## config.mk

```make
export PLATFORM = sky130hd
export DESIGN_NAME = tx_pkt_fifo
export DESIGN_NICKNAME = d
export VERILOG_FILES = /design/src/rtl/tx_pkt_pkg.sv /design/src/rtl/tx_pkt_decode.sv /design/src/rtl/tx_pkt_ring.sv /design/src/rtl/tx_pkt_fifo.sv
export SDC_FILE = /design/constraint.sdc
export NUM_CORES = 1
export LEC_CHECK = 0
export CAP_MARGIN = 25
export CORE_ASPECT_RATIO = 1.5
export CORE_MARGIN = 3
export CORE_UTILIZATION = 25
export CTS_BUF_LIST = sky130_fd_sc_hd__clkbuf_8
export CTS_CLUSTER_SIZE = 16
export DETAILED_ROUTE_END_ITERATION = 8
export PLACE_DENSITY = 0.52
export SETUP_SLACK_MARGIN = 0.02
export SLEW_MARGIN = 20
export SYNTH_ARGS = -nofsm -noshare
export SYNTH_HDL_FRONTEND = slang
export SYNTH_SLANG_ARGS = --single-unit
```

## constraint.sdc

```tcl
create_clock -name clk_i -period 9.15 [get_ports clk_i]
set_input_delay 2.745 -clock clk_i [delete_from_list [all_inputs] [get_ports clk_i]]
set_output_delay 2.745 -clock clk_i [all_outputs]
set_load 0.005 [all_outputs]
```

## src/rtl/tx_pkt_pkg.sv

```systemverilog
package tx_pkt_pkg;
  localparam int unsigned DATA_W = 32;
  localparam int unsigned REG_AW = 6;

  localparam logic [REG_AW-1:0] ADDR_FLUSH  = 6'h08;
  localparam logic [REG_AW-1:0] ADDR_ROOM   = 6'h0c;
  localparam logic [REG_AW-1:0] ADDR_PUSH   = 6'h10;
  localparam logic [REG_AW-1:0] ADDR_COMMIT = 6'h14;

  localparam logic [DATA_W-1:0] FLUSH_KEY = 32'h0000_00a5;

  typedef struct packed {
    logic push;
    logic commit;
    logic flush;
  } bus_cmd_t;
endpackage

```

## src/rtl/tx_pkt_decode.sv

```systemverilog
module tx_pkt_decode
  import tx_pkt_pkg::*;
#(
  parameter int unsigned ROOM_W = 4
) (
  input  logic              wr_i,
  input  logic [REG_AW-1:0] addr_i,
  input  logic [DATA_W-1:0] wdata_i,
  input  logic [ROOM_W-1:0] room_i,
  output bus_cmd_t          cmd_o,
  output logic [DATA_W-1:0] rdata_o
);
  always_comb begin
    cmd_o.push   = wr_i && (addr_i == ADDR_PUSH);
    cmd_o.commit = wr_i && (addr_i == ADDR_COMMIT);
    cmd_o.flush  = wr_i && (addr_i == ADDR_FLUSH) && (wdata_i == FLUSH_KEY);
  end

  assign rdata_o = (addr_i == ADDR_ROOM) ? DATA_W'(room_i) : '0;
endmodule

```

## src/rtl/tx_pkt_ring.sv

```systemverilog
module tx_pkt_ring
  import tx_pkt_pkg::*;
#(
  parameter int unsigned DEPTH = 16,
  localparam int unsigned AW   = $clog2(DEPTH),
  localparam int unsigned PW   = AW + 1
) (
  input  logic              clk_i,
  input  logic              rst_ni,
  input  bus_cmd_t          cmd_i,
  input  logic [DATA_W-1:0] wdata_i,
  output logic [PW-1:0]     room_o,
  output logic              tvalid_o,
  input  logic              tready_i,
  output logic [DATA_W-1:0] tdata_o,
  output logic              tlast_o,
  output logic              overrun_o,
  output logic              mismatch_o,
  output logic              done_o
);
  localparam logic [PW-1:0] CAP = PW'(DEPTH - 4);

  logic [DATA_W-1:0] mem_q [DEPTH];
  logic [DEPTH-1:0]  last_q;
  logic [PW-1:0]     wr_q, cmt_q, rd_q;
  logic              ovr_q, mism_q, done_q;

  logic [PW-1:0] occ, pend;
  logic          full, len_ok, push_ok, push_bad, commit_go, commit_bad, pop;

  assign occ        = wr_q - rd_q;
  assign pend       = wr_q - cmt_q;
  assign full       = (occ == CAP);
  // byte count must equal four times the pending words, and at least one word must be pending
  assign len_ok     = (wdata_i[1:0] == 2'b00) && (wdata_i[DATA_W-1:2] == (DATA_W-2)'(pend))
                      && (pend != '0);
  assign push_ok    = cmd_i.push && !ovr_q && !full;
  assign push_bad   = cmd_i.push && !ovr_q && full;
  assign commit_go  = cmd_i.commit && !ovr_q && len_ok;
  assign commit_bad = cmd_i.commit && !ovr_q && !len_ok;

  assign tvalid_o   = (rd_q != cmt_q);
  assign tdata_o    = mem_q[rd_q[AW-1:0]];
  assign tlast_o    = last_q[rd_q[AW-1:0]];
  assign pop        = tvalid_o && tready_i;
  assign room_o     = CAP - occ;
  assign overrun_o  = ovr_q;
  assign mismatch_o = mism_q;
  assign done_o     = done_q;

  always_ff @(posedge clk_i) begin
    if (push_ok) mem_q[wr_q[AW-1:0]] <= wdata_i;
  end

  always_ff @(posedge clk_i or negedge rst_ni) begin
    if (!rst_ni) begin
      wr_q   <= '0;
      cmt_q  <= '0;
      rd_q   <= '0;
      last_q <= '0;
      ovr_q  <= 1'b0;
      mism_q <= 1'b0;
      done_q <= 1'b0;
    end else if (cmd_i.flush) begin
      wr_q   <= '0;
      cmt_q  <= '0;
      rd_q   <= '0;
      ovr_q  <= 1'b0;
      mism_q <= 1'b0;
      done_q <= 1'b0;
    end else begin
      if (push_ok) begin
        last_q[wr_q[AW-1:0]] <= 1'b0;
        wr_q <= wr_q + 1'b1;
      end
      if (commit_go) begin
        cmt_q <= wr_q;
        last_q[AW'(wr_q - 1'b1)] <= 1'b1;
      end
      if (commit_bad) wr_q <= cmt_q;
      if (pop) rd_q <= rd_q + 1'b1;
      if (push_bad) ovr_q <= 1'b1;
      mism_q <= commit_bad;
      done_q <= pop && tlast_o;
    end
  end

  a_r8_occ_bound: assert property (@(posedge clk_i) disable iff (!rst_ni)
    occ <= CAP);

  a_r5_hold_stall: assert property (@(posedge clk_i) disable iff (!rst_ni)
    (tvalid_o && !tready_i && !cmd_i.flush) |=>
      (tvalid_o && $stable(tdata_o) && $stable(tlast_o)));

  a_r8_overrun_sticky: assert property (@(posedge clk_i) disable iff (!rst_ni)
    (ovr_q && !cmd_i.flush) |=> ovr_q);

  a_r6_done_follows_last: assert property (@(posedge clk_i) disable iff (!rst_ni)
    done_q |-> $past(tvalid_o && tready_i && tlast_o));

  a_r7_mismatch_drops: assert property (@(posedge clk_i) disable iff (!rst_ni)
    mism_q |-> (wr_q == cmt_q));

  a_r9_flush_empties: assert property (@(posedge clk_i) disable iff (!rst_ni)
    cmd_i.flush |=> (!tvalid_o && !ovr_q && room_o == CAP));
endmodule

```

## src/rtl/tx_pkt_fifo.sv

```systemverilog
module tx_pkt_fifo
  import tx_pkt_pkg::*;
#(
  parameter int unsigned DEPTH = 16,
  localparam int unsigned PW   = $clog2(DEPTH) + 1
) (
  input  logic        clk_i,
  input  logic        rst_ni,
  input  logic        reg_wr_i,
  input  logic [5:0]  reg_addr_i,
  input  logic [31:0] reg_wdata_i,
  output logic [31:0] reg_rdata_o,
  output logic        m_tvalid_o,
  input  logic        m_tready_i,
  output logic [31:0] m_tdata_o,
  output logic        m_tlast_o,
  output logic        irq_overrun_o,
  output logic        irq_mismatch_o,
  output logic        irq_done_o
);
  bus_cmd_t      cmd;
  logic [PW-1:0] room;

  tx_pkt_decode #(.ROOM_W(PW)) u_decode (
    .wr_i    (reg_wr_i),
    .addr_i  (reg_addr_i),
    .wdata_i (reg_wdata_i),
    .room_i  (room),
    .cmd_o   (cmd),
    .rdata_o (reg_rdata_o)
  );

  tx_pkt_ring #(.DEPTH(DEPTH)) u_ring (
    .clk_i      (clk_i),
    .rst_ni     (rst_ni),
    .cmd_i      (cmd),
    .wdata_i    (reg_wdata_i),
    .room_o     (room),
    .tvalid_o   (m_tvalid_o),
    .tready_i   (m_tready_i),
    .tdata_o    (m_tdata_o),
    .tlast_o    (m_tlast_o),
    .overrun_o  (irq_overrun_o),
    .mismatch_o (irq_mismatch_o),
    .done_o     (irq_done_o)
  );
endmodule

```

=== Word level (Yosys, flattened, before mapping) ===
Memories as Yosys holds them, arrays and structs flattened.
Cells that the tools add are included.

* Equal/unequal tests: 8
* Multiplexer cells: 23
* Bitwise logic cells: 3
* $lt $le $gt $ge: 5
* $add $sub $neg: 6
* Reduce and logical (&&, ||, !) cells: 25

{| class="wikitable"
|+ Operators with widths
! kind !! number
|-
| $mux W16 || 3
|-
| $mux W5 || 8
|-
| $eq A32 B8 Y1 const B || 1
|-
| $eq A30 B5 Y1 || 1
|-
| $and A16 B16 Y16 || 1
|-
| $logic_and A1 B1 Y1 || 16
|-
| $not A16 Y16 || 1
|-
| $or A16 B16 Y16 || 1
|-
| $lt A4 B5 Y1 const B || 3
|-
| $eq A6 B4 Y1 const B || 2
|-
| $eq A6 B5 Y1 const B || 2
|-
| $add A5 B1 Y5 const B || 2
|-
| $sub A5 B5 Y5 || 2
|-
| $mux W1 || 9
|-
| $demux W1 S4 || 2
|-
| $ge A4 B1 Y1 const B || 2
|-
| $reduce_bool A2 Y1 || 3
|-
| $eq A5 B4 Y1 const B || 1
|-
| $ne A5 B5 Y1 || 1
|-
| $reduce_bool A5 Y1 || 1
|-
| $sub A4 B5 Y5 const A || 1
|-
| $bmux W1 S4 || 1
|-
| $sub A4 B1 Y4 const B || 1
|-
| $logic_not A1 Y1 || 3
|-
| 2 further kinds || 2
|}

* Register bits: 34
* Output and inout port bits: 69
* Memories: 1
* Memory bits (writable): 512

{| class="wikitable"
|+ Memory list
! memory !! words !! width !! rd ports !! clocked after memory_dff !! write ports !! line !! source
|-
| u_ring.mem_q || 16 || 32 || 1 || 0 || 1 || tx_pkt_ring.sv:23 || <nowiki>logic [DATA_W-1:0] mem_q [DEPTH];</nowiki>
|}

=== Longest topological paths before layout ===
Gate-level depths: netlist of run 1.

* Depth in word-level cells: 10
* Mapped depth: 14
* Mapped depth without buffers: 12

=== Cells and area by module ===
From an unflattened synthesis of run 1, not the netlist that was laid out.

* Cells, all modules: 1033
* Area total of the unflattened synthesis: 22121.2 um2

{| class="wikitable"
|+ Modules (own cells, without submodules)
! module !! instances !! cells an instance !! area an instance (um2) !! seq. area each (um2)
|-
| tx_pkt_ring || 1 || 983 || 21723.3 || 16225.6
|-
| tx_pkt_decode || 1 || 50 || 397.9 || 0.0
|}

=== Worst setup path after synthesis of run 1 ===
No wires, ideal clock.

* Path kind: input to register
* Start point: input reg_addr_i[5]
* End point: memory u_ring.mem_q[3][0], enable pin
* Path buffers: 0
* Cell stages on the path: 5
* Path slack: 2.897 ns
* Data arrival time: 5.790 ns
* Required time: 8.687 ns
* Cell sequence: nor3_1 and2_1 and3_1 o21ai_1 nor3_1

* Cells in the longest elaborated chain, start to end: 6

{| class="wikitable"
|+ Ends and longest elaborated chain
! element !! line !! source
|-
| from (decl) || tx_pkt_fifo.sv:10 || <nowiki>input logic [5:0] reg_addr_i,</nowiki>
|-
| $eq A6 B5 Y1 || tx_pkt_decode.sv:14 || <nowiki>cmd_o.push = wr_i && (addr_i == ADDR_PUSH);</nowiki>
|-
| $logic_and A1 B1 Y1 || tx_pkt_decode.sv:14 ||
|-
| $logic_and A1 B1 Y1 (2 in series) || tx_pkt_ring.sv:37 || <nowiki>assign push_ok = cmd_i.push && !ovr_q && !full;</nowiki>
|-
| $mux W1 || tx_pkt_ring.sv:52 || <nowiki>if (push_ok) mem_q[wr_q[AW-1:0]] <= wdata_i;</nowiki>
|-
| $mux W1 (not written as such) || tx_pkt_ring.sv:52 ||
|-
| to (decl) || tx_pkt_ring.sv:23 ||
|}

No other way between the ends.

=== Worst setup path in the final report of run 1 ===
* Start point: input reg_addr_i[5]
* End point: output reg_rdata_o[2]

* Cells in the longest elaborated chain, start to end: 2

{| class="wikitable"
|+ Ends and longest elaborated chain
! element !! line !! source
|-
| $eq A6 B4 Y1 || tx_pkt_decode.sv:19 || <nowiki>assign rdata_o = (addr_i == ADDR_ROOM) ? DATA_W'(room_i) : '0;</nowiki>
|-
| $mux W5 || tx_pkt_decode.sv:19 ||
|-
| to (decl) || tx_pkt_fifo.sv:12 || <nowiki>output logic [31:0] reg_rdata_o,</nowiki>
|}

No other way between the ends.

==> results of run 1 <==
synthesized netlist by cell type, types with 2 or more instances:
cell type and n:
nand3_1 11, nand2b_1 4, nand4_1 6, xor2_1 9
o21ai_0 6, inv_1 22, buf_1 3, a21o_1 5
o211ai_1 4, and2_1 2, a41oi_1 2, ha_1 15
nor4_1 6, dfrtp_1 34, and3b_1 2, edfxtp_1 512
o21ai_1 2, nor2_1 36, buf_2 18, o2bb2ai_1 3
mux4_2 165, nor2b_1 6, nand2_1 16, and3_1 2
buf_4 27, and4_1 2, o31ai_1 21, mux2_2 4
a21oi_1 5, clkbuf_1 23, xnor2_1 18, nor3_1 5
fa_1 2, mux2i_1 3
power by group through the flow:
stage	registers (mW)	logic, mW	clock network, mW
floorplan	2.82	1.38	0
global placement	2.97	2.03	0
detailed placement	2.97	2.04	0
CTS	2.92	2.04	1.93
global route	2.93	2.13	2.04
finish	2.91	1.96	1.87
area by class of cell:
class                           instances  area share, %
Clock inverter                         58           1.43
Timing Repair Buffer                  109           4.02
Sequential cell                       546           62.9
Clock buffer                           81           4.32
Multi-Input combinational cell        412           21.4
Antenna cell                            3         0.0291
Tap cell                             1139           5.52
Inverter                               23          0.335
through the flow:
stage,instance area [µm²],util (%)
3_5_place_dp,24300,28.0
4_1_cts,25800,29.7
5_1_grt,25800,29.7
3_3_place_gp,24300,28.0
6_report,25800,29.7
2_1_floorplan,22200,-
cells by family (layout without fill, tap and decap cells):
kind of cell | Yosys count | in the layout | share of synthesized area, %
DFF | 546 | 546 | 73.6
muxes | 173 | 173 | 17.3
and+or+nand+nor | 108 | 108 | 2.58
buffers and inverters | 95 | 271 | 2.23
AOI/OAI and AO/OA | 59 | 59 | 2.14
xor gates and xnor gates | 28 | 28 | 1.17
adders and majority gates | 17 | 17 | 1.03
other | 1 | 30 | 0.0170
state kept, by name (all words and copies together) (netlist names):
signal	flops
u_ring.done_o	1
u_ring.rd_q	5
u_ring.overrun_o	1
u_ring.cmt_q	5
u_ring.last_q	16
u_ring.mismatch_o	1
u_ring.wr_q	5
u_ring.mem_q	512
routing by layer:
metal | GRT usage [%] | up-vias | wire length, µm
li1 | - | 4517 | -
met1 | 14.4 | 5702 | 22200
met2 | 20.9 | 265 | 28500
met3 | 1.76 | 85 | 1920
met4 | 4.17 | 2 | 1180
met5 | 0 | - | 13
path summary, 6_finish.rpt:
| path | from | to | cells after the start |
|---|---|---|---|
| min in group asynchronous | rst_ni | u_ring.cmt_q[3] | 2 |
| max | reg_addr_i[5] | reg_rdata_o[2] | 5 |
| max in group asynchronous | rst_ni | u_ring.rd_q[1] | 2 |
| min reg2reg | u_ring.last_q[0] | u_ring.last_q[0] | 1 |
| max reg2reg | u_ring.rd_q[1] | u_ring.mem_q[6][6] | 11 |
| min | u_ring.last_q[0] | u_ring.last_q[0] | 1 |
worst max-delay path, cell delays in order:
cell and delay [ns]:
clkdlybuf4s50_1 0.40, nor3_1 0.34, nand3_1 0.28, nor3_1 0.25
clkdlybuf4s50_1 0.54
==> results.env, run 1 <==
POSTSYNTHAREAPERCELL_UM2=21.5
GRT_PASS1_VIAS=11745
CRIT_REQUIRED_NS=6.41
SETUP_VIOLATIONS=0
FINALCRITPERIODSHARE_PCT=79.7
SYNTH_LARGEST_TYPE_AREA_FRACTION_PCT=69.7
TIMING_MAX_TRANSITION_VIOLATIONS_FINAL=0
SETUP.REG_TO_REG.WORST_SLACK_NS=4.66
PLACEABLECOREAREA_MM2=0.0869
AREAGROWTHSYNTHTOFINISH_PCT=17.0
DP.CELLS=2229
DIE_AREA_MM2=0.0919
WORST_SETUP_PATH_END_KIND='output port'
ACHIEVABLE-FREQUENCY_GHz=0.137
SHARE_SEQ_OF_TOTAL_POWER_PCT=43.2
COMBPWRFRAC_PCT=29.1
WORST_HOLD_PATH_TYPE='flop to flop'
POST_CTS_HOLD_BUFFER_COUNT=0
NUM_CLOCK_SINKS=546
WL_PER_CELL_UM=22.7
AREA.SEQUENTIAL_MM2=0.0162
MAX_SLEW.WORST_PIN.SLEW_NS=0.947
POST_ROUTE_CELLS_DRIVE_ABOVE_1_SHARE_PCT=26.8
TRACK_USAGE_PCT=11.7
PLACE_WS_NS=1.81
TOTAL_POWER_mW=6.74
DIE_H_UM=370
DRC=0
P_LEAK_nW=8.14
DESIGN.FINAL.NETS=1231
NETLIST_INSTANCES=1027
NUMBER_OF_CLOCK_BUFFERS_INSERTED_BY_TRITONCTS=80
FINAL.FILL_COUNT=8540
IO_PINS=111
DRT_WL_TOTAL_UM=53900
POST_CTS.RESIZED_INSTANCES=0
TIMING.CLOCK.SKEW_NS=0.0294
ANTENNA_VIOLATIONS_BEFORE_REPAIR=4
PATH_CLK_SLEW_NS=0.06
POSTLAYOUTSETUPSLACKWORST_NS=1.86
SYNTHTOPCELLSBYAREA='edfxtp_1 70%, mux4_2 17%, dfrtp_1 3.9%'
FIN_TNS_SETUP_NS=0
RSZ0062_AT_GRT='false'
FINAL-HOLD-VIOLATION-COUNT=0
P_SW_SHARE_PCT=29.0
CRITICAL_PATH_AT_NS=4.54
ANTENNA_VIOLATING_NETS_POST_ROUTE=0
SYNTH_TOP_CELL_BY_AREA='edfxtp_1'
DP.FINAL_HPWL_UM=29000
ROW_COUNT=132
FINAL.MIN_CLOCK_PERIOD_NS=7.29
VDD.IR_DROP.WORST_mV=0.187
INTERNAL_POWER_mW=4.79
PORT-BUFFER-COUNT=83
START_UTIL_PCT=25.4
CRITICAL_PATH_CLASS='input port to output port'
SYNTH_CELL_TYPES=60
GPL.FINAL_WEIGHTED_CONGESTION=0.724
FIN_CELLS=2371
FLOORPLAN.DIE.WIDTH_UM=249
POWER.CLOCK.FRACTION_PCT=27.7
CRIT_FANOUT=5
ASYNC_RESET_FF_SHARE_PCT=6.23
PIN_COUNT_OF_THE_BIGGEST_NET_ENTERING_GLOBAL_ROUTING=79
FIRSTDRTPASSITERS=5
SYNTH.CELL_AREA_MM2=0.0221
DRT_ITER0_DRC=662
VIA_COUNT=10571
YOSYS_REGISTER_BITS=546
YS_WARN_COUNT=0
POWERDENSITY_mW_PER_MM2=261
POST_DRT_VIA_CELL_RATIO=4.46
SYNTH_EDF_COUNT=512
RUN_STATUS='complete, no violations'
CLKLATENCYLATEPIN_NS=0.65
LAYOUT_COMMONEST_CELL='edfxtp_1'
NETSWITCHINGPOWER_mW=1.96
MAX-CLOCK-PATH-BUFFERS=3
MAX_CAP_VIOLATIONS=0
NUMBER_OF_LEVELS_THE_H_TREE_WAS_SPLIT_INTO=3
TRITONCTS='yes'
DOMINANTREGCELLSYNTH='edfxtp_1'
SEQ_AREA_FRAC_SYNTH_PCT=73.6
WHS_NS=0.495
POST-CTS-SETUP-BUFFERS=0
FINAL_CELL_MIX='512 x edfxtp_1, 165 x mux4_2, 83 x clkdlybuf4s50_1'
GRT_OVERFLOW=0
MULTI_INPUT_AREA_MM2=0.00553
MAXSLEWHEADROOM_PCT=36.9
GRT_FIRST_PASS_WIRELENGTH_UM=79200
CRITPATHLAUNCHTYPE='input port'
CLOCK_TREE.ROOT_CELL='clkbuf_8'
Note: power is estimated with default switching activity, not from simulation.
==> run 2: changes to the inputs <==
Settings changed: PLACE_DENSITY 0.52 to 0.53.
Clock period 9.15 ns to 6 ns, I/O delays scaled along.
==> run 2 against run 1 <==
  * Worst hold slack better by 0.0092 ns
  * Highest routed layer unchanged
  * Via count is 0.66% lower
  * Die area stayed put
  * Sequential share of layout area shrank 0.16 points
  * Largest power group unchanged
==> results.env, run 2 (synthesis results as in run 1) <==
POWER.CLOCK.FRACTION_PCT=25.9  # -1.8 points
DESIGN.FINAL.NETS=1237  # +0.49%
FIRSTDRTPASSITERS=5  # unchanged
P_SW_SHARE_PCT=29.0  # +0.035 points
DP.CELLS=2239  # +0.45%
FINALCRITPERIODSHARE_PCT=90.6
MAX-CLOCK-PATH-BUFFERS=3  # unchanged
POSTPLACECELLAREA_MM2=0.0245  # +0.92%
ROW_COUNT=132  # unchanged
TRITONCTS='yes'
POST_CTS_HOLD_BUFFER_COUNT=0  # unchanged
ACHIEVABLE-FREQUENCY_GHz=0.184
FINAL-HOLD-VIOLATION-COUNT=0  # unchanged
CRITICAL_PATH_AT_NS=3.63  # -0.91 ns
VDD.IR_DROP.WORST_mV=0.233  # +24%
RSZ0062_AT_GRT='false'
TIMING_MAX_TRANSITION_VIOLATIONS_FINAL=0  # unchanged
DRT_WL_TOTAL_UM=52400  # -2.7%
CLKLATENCYLATEPIN_NS=0.63  # -0.02 ns
GRT_PASS1_VIAS=11588  # -1.3%
NUMBER_OF_CLOCK_BUFFERS_INSERTED_BY_TRITONCTS=76  # -5.0%
AREAGROWTHSYNTHTOFINISH_PCT=17.3
PIN_COUNT_OF_THE_BIGGEST_NET_ENTERING_GLOBAL_ROUTING=83  # +5.1%
POST_CTS.RESIZED_INSTANCES=0  # unchanged
GPL.FINAL_WEIGHTED_CONGESTION=0.750  # +3.6%
CRIT_REQUIRED_NS=4.20  # -2.21 ns
DIE_H_UM=370  # unchanged
TIMING.CLOCK.SKEW_NS=0.0378  # +0.00847 ns
WORST_HOLD_PATH_TYPE='flop to flop'
MAX_CAP_VIOLATIONS=0  # unchanged
LAYOUT.CELL_AREA.NON_FILLER_MM2=0.0259  # +0.25%
POST_ROUTE_CELLS_DRIVE_ABOVE_1_SHARE_PCT=26.6  # -0.18 points
LAYOUT_COMMONEST_CELL='edfxtp_1'
INTERNAL_POWER_mW=7.15  # +49%
FINAL.MIN_CLOCK_PERIOD_NS=5.43
CRITPATHLAUNCHTYPE='input port'
NETSWITCHINGPOWER_mW=2.93  # +50%
SETUP_VIOLATIONS=0  # unchanged
WORST_SETUP_PATH_END_KIND='output port'
DP.FINAL_HPWL_UM=29000  # about the same
P_LEAK_nW=8.13  # about the same
VIA_COUNT=10501  # -0.66%
POST_DRT_VIA_CELL_RATIO=4.43  # -0.62%
NUM_CLOCK_SINKS=546  # unchanged
SHARE_SEQ_OF_TOTAL_POWER_PCT=42.5  # -0.7 points
POST-CTS-SETUP-BUFFERS=0  # unchanged
WL_PER_CELL_UM=22.1  # -2.6%
START_UTIL_PCT=25.4  # unchanged
CRITICAL_PATH_CLASS='input port to output port'
GRT_OVERFLOW=0  # unchanged
PORT-BUFFER-COUNT=83  # unchanged
DRC=0  # unchanged
MAXSLEWHEADROOM_PCT=32.4  # -4.5 points
LARGEST_REGISTER_FFS=512  # unchanged
POWERDENSITY_mW_PER_MM2=390  # +49%
IO_PINS=111  # unchanged
ANTENNA_VIOLATIONS_BEFORE_REPAIR=2  # -2
RUN_STATUS='complete, no violations'
TRACK_USAGE_PCT=11.4  # -0.29 points
CRIT_FANOUT=5  # unchanged
CLOCK_TREE.ROOT_CELL='clkbuf_8'
FIN_CELLS=2370  # -0.042%
FINAL_CELL_MIX='512 x edfxtp_1, 165 x mux4_2, 83 x clkdlybuf4s50_1'
ANTENNA_VIOLATING_NETS_POST_ROUTE=0  # unchanged
DIE_AREA_MM2=0.0919  # unchanged
PLACEABLECOREAREA_MM2=0.0869  # unchanged
GRT_FIRST_PASS_WIRELENGTH_UM=77800  # -1.7%
NUMBER_OF_LEVELS_THE_H_TREE_WAS_SPLIT_INTO=3  # unchanged
FIN_TNS_SETUP_NS=0  # unchanged
DRT_ITER0_DRC=670  # +1.2%
PATH_CLK_SLEW_NS=0.07  # about the same
COMBPWRFRAC_PCT=31.6  # +2.5 points
FLOORPLAN.DIE.WIDTH_UM=249  # unchanged
MAX_SLEW.WORST_PIN.SLEW_NS=1.01  # +0.0610 ns
-- run 2: changes by cell type in the layout (fill, tap and decap cells not counted), moves of 3 or more --
cell / change
bufinv_16: -3
clkinv_2: -4
buf_12: +12
clkinv_1: +6
inv_1: -3
-- run 2: worst paths after layout --
path | slack, ns | endpoint | start | cells past startpoint
min in group asynchronous | 1.59 | u_ring.mismatch_o | rst_ni | 2
worst max-delay path | 0.57 | reg_rdata_o[2] | reg_addr_i[5] | 5
max in group asynchronous | 4.05 | u_ring.rd_q[0] | rst_ni | 2
worst max register to register | 1.85 | u_ring.mem_q[4][11] | u_ring.rd_q[0] | 12
worst min-delay path | 0.50 | u_ring.last_q[2] | u_ring.last_q[2] | 1
worst min register to register | 0.50 | u_ring.last_q[2] | u_ring.last_q[2] | 1
-- run 2: per-stage QoR --
stage	worst slack, ns	utilization [%]	power [mW]	hold slack (ns)
CTS	0.480	29.8	10.3	0.508
finish	0.565	29.8	10.1	0.504
floorplan	0.692	-	6.41	0.443
detailed placement	0.530	28.2	7.67	0.486
global route	0.259	29.8	10.6	0.520
global placement	0.574	28.2	7.66	0.473
-- run 2: metal layers --
| metal | up-vias | global-route usage (%) | share of wire, % |
|---|---|---|---|
| met4 | 2 | 3.62 | 2.4 |
| met3 | 83 | 2.13 | 4.0 |
| met5 | - | 0 | 0.027 |
| met1 | 5618 | 13.9 | 41 |
| li1 | 4530 | - | - |
| met2 | 268 | 20.5 | 53 |
-- run 2: final cells by class --
| class | count | area, µm² |
|---|---|---|
| antenna | 1 | 2.50 |
| clock buffer | 79 | 1090 |
| clock inverter | 51 | 243 |
| fill | 8550 | 61000 |
| inverter | 23 | 86.3 |
| multi-input combinational | 412 | 5530 |
| sequential | 546 | 16200 |
| tap | 1139 | 1430 |
| timing repair buffer | 119 | 1260 |
-- run 2: critical path, cell delays in order --
cell and delay, ns:
clkdlybuf4s50_1 0.41, nor3_1 0.34, nand3_1 0.29, nor3_1 0.27, clkdlybuf4s50_1 0.54
-- run 2: power by group through the flow --
stage	combinational, mW	sequential, mW	clock [mW]
3_3_place_gp	3.29	4.37	0
3_5_place_dp	3.29	4.37	0
5_1_grt	3.46	4.30	2.87
6_report	3.18	4.29	2.61
4_1_cts	3.30	4.29	2.70
2_1_floorplan	2.11	4.30	0
